**src/rtl/cpio_pkg.sv**
```systemverilog
package cpio_pkg;

   // Decoded intent of one bus cycle
   typedef struct packed {
      logic drop_irq;   // byte write anywhere in the window
      logic clr_busy;   // byte write to the clear-busy port
      logic cop_rst;    // byte write to the reset port
      logic trap;       // anything the window does not serve
   } acc_cmd_t;

   localparam int unsigned CLR_BUSY_OFS = 0;
   localparam int unsigned COP_RST_OFS  = 1;

endpackage

```
**src/rtl/cpio_decode.sv**
```systemverilog
module cpio_decode
   import cpio_pkg::*;
#(
   parameter int unsigned ADDR_W    = 16,
   parameter int unsigned BE_W      = 4,
   parameter int unsigned BASE      = 'hF0,
   parameter int unsigned SPAN_LOG2 = 4
) (
   input  logic [ADDR_W-1:0] io_addr,
   input  logic              io_wr,
   input  logic              io_rd,
   input  logic [BE_W-1:0]   io_be,
   output acc_cmd_t          cmd,
   output logic              rd_hit
);

   localparam int unsigned TAG_W = ADDR_W - SPAN_LOG2;
   localparam logic [ADDR_W-1:0] BASE_V = ADDR_W'(BASE);
   localparam logic [TAG_W-1:0]  BASE_TAG = BASE_V[ADDR_W-1:SPAN_LOG2];
   localparam logic [SPAN_LOG2-1:0] CLR_O = SPAN_LOG2'(CLR_BUSY_OFS);
   localparam logic [SPAN_LOG2-1:0] RST_O = SPAN_LOG2'(COP_RST_OFS);

   logic                 hit;
   logic                 is_byte;
   logic [SPAN_LOG2-1:0] ofs;
   logic                 byte_wr;

   assign hit = (io_addr[ADDR_W-1:SPAN_LOG2] == BASE_TAG);
   assign ofs = io_addr[SPAN_LOG2-1:0];

   generate
      if (BE_W == 1) begin : g_single_lane
         assign is_byte = io_be[0];
      end else begin : g_multi_lane
         assign is_byte = $onehot(io_be);
      end
   endgenerate

   assign byte_wr = hit & io_wr & is_byte;

   always_comb begin
      cmd          = '0;
      cmd.drop_irq = byte_wr;
      cmd.clr_busy = byte_wr & (ofs == CLR_O);
      cmd.cop_rst  = byte_wr & (ofs == RST_O);
      cmd.trap     = hit & (io_rd
                            | (io_wr & ~is_byte)
                            | (byte_wr & (ofs != CLR_O) & (ofs != RST_O)));
   end

   assign rd_hit = hit & io_rd;

endmodule

```
**src/rtl/cpio_sticky.sv**
```systemverilog
module cpio_sticky #(
   parameter int unsigned W = 2
) (
   input  logic         clk,
   input  logic         rst_n,
   input  logic [W-1:0] set_i,
   input  logic [W-1:0] clr_i,
   output logic [W-1:0] q_o
);

   generate
      for (genvar i = 0; i < W; i++) begin : g_bit
         always_ff @(posedge clk) begin
            if (!rst_n)
               q_o[i] <= 1'b0;
            else if (set_i[i])
               q_o[i] <= 1'b1;     // a fresh error outranks a clear
            else if (clr_i[i])
               q_o[i] <= 1'b0;
         end
      end
   endgenerate

endmodule

```
**src/rtl/cpio_pulse.sv**
```systemverilog
module cpio_pulse #(
   parameter int unsigned W = 2
) (
   input  logic         clk,
   input  logic         rst_n,
   input  logic [W-1:0] d_i,
   output logic [W-1:0] q_o
);

   always_ff @(posedge clk) begin
      if (!rst_n)
         q_o <= '0;
      else
         q_o <= d_i;
   end

endmodule

```
**src/rtl/fpu_port_decoder.sv**
```systemverilog
module fpu_port_decoder
   import cpio_pkg::*;
#(
   parameter int unsigned ADDR_W    = 16,
   parameter int unsigned DATA_W    = 32,
   parameter int unsigned BASE      = 'hF0,
   parameter int unsigned SPAN_LOG2 = 4,
   parameter int unsigned BE_W      = DATA_W / 8
) (
   input  logic              clk,
   input  logic              rst_n,
   input  logic [ADDR_W-1:0] io_addr,
   input  logic              io_wr,
   input  logic              io_rd,
   input  logic [BE_W-1:0]   io_be,
   output logic [DATA_W-1:0] io_rdata,
   input  logic              cop_err_in,
   output logic              irq13_o,
   output logic              busy_o,
   output logic              cop_reset_o,
   output logic              bad_access_o
);

   localparam int unsigned SPAN = 1 << SPAN_LOG2;

   generate
      if (SPAN_LOG2 < 1 || SPAN_LOG2 >= ADDR_W) begin : g_bad_span
         $error("SPAN_LOG2 out of range");
      end
      if (DATA_W % 8 != 0 || BE_W != DATA_W / 8) begin : g_bad_width
         $error("DATA_W must be whole bytes matching BE_W");
      end
      if (BASE % SPAN != 0) begin : g_bad_base
         $error("BASE must be aligned to the window size");
      end
   endgenerate

   acc_cmd_t   cmd;
   logic       rd_hit;
   logic [1:0] sticky_q;
   logic [1:0] pulse_q;

   cpio_decode #(
      .ADDR_W   (ADDR_W),
      .BE_W     (BE_W),
      .BASE     (BASE),
      .SPAN_LOG2(SPAN_LOG2)
   ) u_dec (
      .io_addr(io_addr),
      .io_wr  (io_wr),
      .io_rd  (io_rd),
      .io_be  (io_be),
      .cmd    (cmd),
      .rd_hit (rd_hit)
   );

   // bit 1: IRQ13, bit 0: busy latch
   cpio_sticky #(.W(2)) u_sticky (
      .clk  (clk),
      .rst_n(rst_n),
      .set_i({cop_err_in, cop_err_in}),
      .clr_i({cmd.drop_irq, cmd.clr_busy}),
      .q_o  (sticky_q)
   );

   // bit 1: coprocessor reset, bit 0: unsupported access
   cpio_pulse #(.W(2)) u_pulse (
      .clk  (clk),
      .rst_n(rst_n),
      .d_i  ({cmd.cop_rst, cmd.trap}),
      .q_o  (pulse_q)
   );

   assign irq13_o      = sticky_q[1];
   assign busy_o       = sticky_q[0];
   assign cop_reset_o  = pulse_q[1];
   assign bad_access_o = pulse_q[0];
   assign io_rdata     = rd_hit ? '1 : '0;

endmodule

```
**config.mk**
```make
export PLATFORM = sky130hd
export DESIGN_NAME = fpu_port_decoder
export DESIGN_NICKNAME = d
export VERILOG_FILES = /design/src/rtl/cpio_pkg.sv /design/src/rtl/cpio_decode.sv /design/src/rtl/cpio_sticky.sv /design/src/rtl/cpio_pulse.sv /design/src/rtl/fpu_port_decoder.sv
export SDC_FILE = /design/constraint.sdc
export NUM_CORES = 1
export LEC_CHECK = 0
export BUFFER_PORTS_ARGS = -buffer_cell sky130_fd_sc_hd__buf_4
export CORE_AREA = 2 2 44 46
export DETAILED_ROUTE_END_ITERATION = 8
export DIE_AREA = 0 0 46 48
export PLACE_DENSITY_LB_ADDON = 0.2
export SYNTH_ARGS = -nofsm -noshare
export SYNTH_HDL_FRONTEND = slang
export SYNTH_SLANG_ARGS = --single-unit
```
**constraint.sdc**
```tcl
create_clock -name clk -period 2.7 [get_ports clk]
set_input_delay 0.27 -clock clk [delete_from_list [all_inputs] [get_ports clk]]
set_output_delay 0.27 -clock clk [all_outputs]
set_load 0.05 [all_outputs]
```
==> flow_metrics.py <==
metrics = {
    "detailed_routing": {
        "dr.first_iter.drc_count": 2,
        "wl_mm": 1.18,
        "drt_pass1_iterations": 4,
        "top_layer": "met3",
        "wl_per_cell_um": 10.9,
        "wl_met2_um": 617,
        "via_count": 466,
        "drcViolationCount": 0,
        "dr_wl_met3_um": 153,
        "final_antenna_net_count": 0,
        "wl_met1_um": 408,
        "viasPerCell": 4.31,
    },
    "pwr": {
        "p_per_area_mw_per_mm2": 256,
        "power.leakage_nw": 0.449,
        "peakVddDrop_mv": 0.131,
    },
    "final_layout": {
        "n_antenna_cell": 0,
        "fin_nets": 122,
        "instances_no_fill": 108,
        "drive_above_1_share_pct": 75.8,
        "layout-area-overhead-vs-synth_pct": 46.6,
        "n_fill_cell": 181,
    },
    "sta": {
        "skew_ns": 0,
        "finalHoldViolations": 0,
        "slew-limit-headroom_pct": 68.0,
        "setup_violations": 0,
        "timing.fmax_mhz": 454,
        "min_period_ns": 2.20,
        "drv_slew": 0,
        "tightestPinTransition_ns": 0.481,
        "whs_ns": 0.282,
        "rsz0062_at_grt": "no",
        "fin_tns_setup_ns": 0,
        "min_period_over_period_pct": 81.5,
    },
    "yosys": {
        "syn_area_sq_um": 546,
        "synth_warnings": 0,
        "seq_area_frac_synth_pct": 14.7,
        "syn-num-nets": 89,
        "syn_inst": 60,
        "syn_avg_cell_area_sq_um": 9.09,
        "yosysUniqueCellTypes": 21,
        "ys_ff_latch": 4,
    },
    "floorplanning": {
        "coreArea_sq_mm": 0.00169,
        "design.die.area_sq_mm": 0.00221,
        "dieHeight_um": 48,
        "die_w_um": 46,
        "pin_count": 61,
        "num_rows": 15,
        "initial_core_util_pct": 32.3,
    },
    "hold_path": {
        "whs_path_depth": 2,
        "hold_path_class": "input port to flip-flop",
    },
    "critical_path": {
        "path_buf_inv": 2,
        "cp_slowest_cell": "or4_4",
        "start_kind": "input port",
        "ff2ff_path_depth": 2,
        "worstPathMaxFanout": 32,
        "critPathTopFamily": "simple AND/OR/NAND/NOR gates",
        "worstPathRequired_ns": 2.43,
        "critPathLaunch": "io_addr[11]",
        "crit_type": "input port to output port",
        "slowest_delay_ns": 0.55,
        "cp-endpoint": "io_rdata[7]",
        "r2r_start": "u_sticky.q_o[1]$_SDFFE_PN0P_",
        "crit_arrival_ns": 1.93,
        "reg2reg_slack_ns": 2.04,
        "crit_cells": 5,
        "crit_chain": "buf_4 -> or4_4 -> nor3_2 -> and2_2 -> buf_4",
        "cp_common_cell": "buf_4",
        "crit_path_end_kind": "output port",
        "r2r-end": "u_sticky.q_o[1]$_SDFFE_PN0P_",
    },
    "clocking": {
        "cts_root_buf": "clkbuf_4",
        "ctsHoldBuffers": 0,
        "clock_sinks": 4,
        "ctsResizeCount": 0,
        "cts_setup_buffers": 0,
        "tritoncts": "yes",
        "worstSkewPairLatency_ns": 0.24,
        "clk_path_buf_depth": 2,
        "clk_pin_slew_ns": 0.04,
        "htreeDepth": 1,
        "numCtsBuffers": 3,
    },
    "placement": {
        "hpwl_mm": 1.02,
        "gp_congestion": 0.609,
        "port_buffers": 60,
        "dp_cells": 105,
    },
    "global_routing": {
        "grt_pass1_wl_mm": 1.53,
        "grt_pass1_vias": 373,
        "grt_max_degree": 33,
        "grtUsageTotal_pct": 9.94,
        "globalRouteOverflowTotal": 0,
        "antenna_found_initial": 0,
    },
    "run_status": {
        "status": "completed",
    },
    "flow_run": {
        "cap_violations": 0,
    },
}
-- final cells by class --
cell class | count | area (sq um) | area share [%]
tap | 17 | 21.3 | 2.66
timing repair buffer | 60 | 450 | 56.3
clock buffer | 3 | 22.5 | 2.82
multi-input combinational | 24 | 225 | 28.2
sequential | 4 | 80.1 | 10.0
-- sequential cells by signal, indices dropped and copies added, names as in the netlist --
| signal | count |
|---|---|
| u_pulse.q_o | 2 |
| u_sticky.q_o | 2 |
-- cell usage after synthesis (all sizes together) --
master / number / share of area, %
buf: 32 / 44
dfxtp: 4 / 15
ha: 3 / 6.9
a21oi: 2 / 1.8
and3: 2 / 2.3
nor3: 2 / 2.8
o21ai: 2 / 1.8
and2: 1 / 1.4
fa: 1 / 3.7
nand4: 1 / 1.1
nand4b: 1 / 1.6
nor2: 1 / 0.69
nor2b: 1 / 1.1
nor4: 1 / 3.9
nor4b: 1 / 1.6
o211a: 1 / 1.8
o41a: 1 / 2.1
or3b: 1 / 2.1
or4: 1 / 2.1
or4b: 1 / 2.5
-- through the flow --
step | utilization, % | total power, mW | instance area [sq um] | setup WS (ns)
3_5_place_dp | 46.0 | 0.130 | 777 | 0.348
2_1_floorplan | - | 0.0929 | 546 | 0.513
6_report | 47.3 | 0.204 | 800 | 0.498
5_1_grt | 47.3 | 0.219 | 800 | 0.328
3_3_place_gp | 46.0 | 0.129 | 777 | 0.362
4_1_cts | 47.3 | 0.210 | 800 | 0.462
-- worst min-delay path by stage --
stage / from / to / slack [ns]
4_1_cts: io_rd / u_pulse.q_o[0]$_SDFF_PN0_ / 0.28
3_5_place_dp: io_rd / u_pulse.q_o[0]$_SDFF_PN0_ / 0.52
3_3_place_gp: io_rd / u_pulse.q_o[0]$_SDFF_PN0_ / 0.52
5_1_grt: io_rd / u_pulse.q_o[0]$_SDFF_PN0_ / 0.29
2_1_floorplan: rst_n / u_pulse.q_o[0]$_SDFF_PN0_ / 0.40
6_report: rst_n / u_pulse.q_o[0]$_SDFF_PN0_ / 0.28
-- kinds of logic (layout without fill, tap and decap cells) --
kind of cell	count (synthesis)	count (layout)	share of synthesized area, %
buffers and inverters	32	63	44.0
AO/OA/AOI/OAI	6	6	7.57
adder cells (fa/ha/maj)	4	4	10.6
AND/OR/NAND/NOR	14	14	23.2
flip-flops	4	4	14.7
-- layout by cell type (no fill, tap or decap) --
cell	count
fa_1	1
or4b_4	1
nor3_1	1
nor4_4	1
nor3_2	1
or3b_4	1
o211a_1	1
nor2_1	1
dfxtp_1	4
a21oi_1	2
o21ai_0	2
and2_2	1
nand4_1	1
nor2b_1	1
nor4b_1	1
nand4b_1	1
or4_4	1
buf_4	60
and3_1	2
o41a_1	1
ha_1	3
clkbuf_4	3
-- report_power, final --
group          internal (mW)  switching, mW
clock network         0.0498         0.0259
logic                 0.0384         0.0276
registers             0.0615        0.00121
total                  0.150         0.0547
-- metal layers --
| layer | GRT usage [%] | up-vias |
|---|---|---|
| met5 | 0 | - |
| met4 | 8.57 | 0 |
| met3 | 2.26 | 0 |
| met2 | 17.8 | 36 |
| met1 | 9.60 | 190 |
| li1 | - | 240 |
-- worst reg2reg max path: cells and delay by family (launching register included) --
| kind | cells | cell delay [ns] |
|---|---|---|
| flops | 1 | 0.31 |
| compound gates | 2 | 0.22 |
Power figures use the tool's default switching activity.
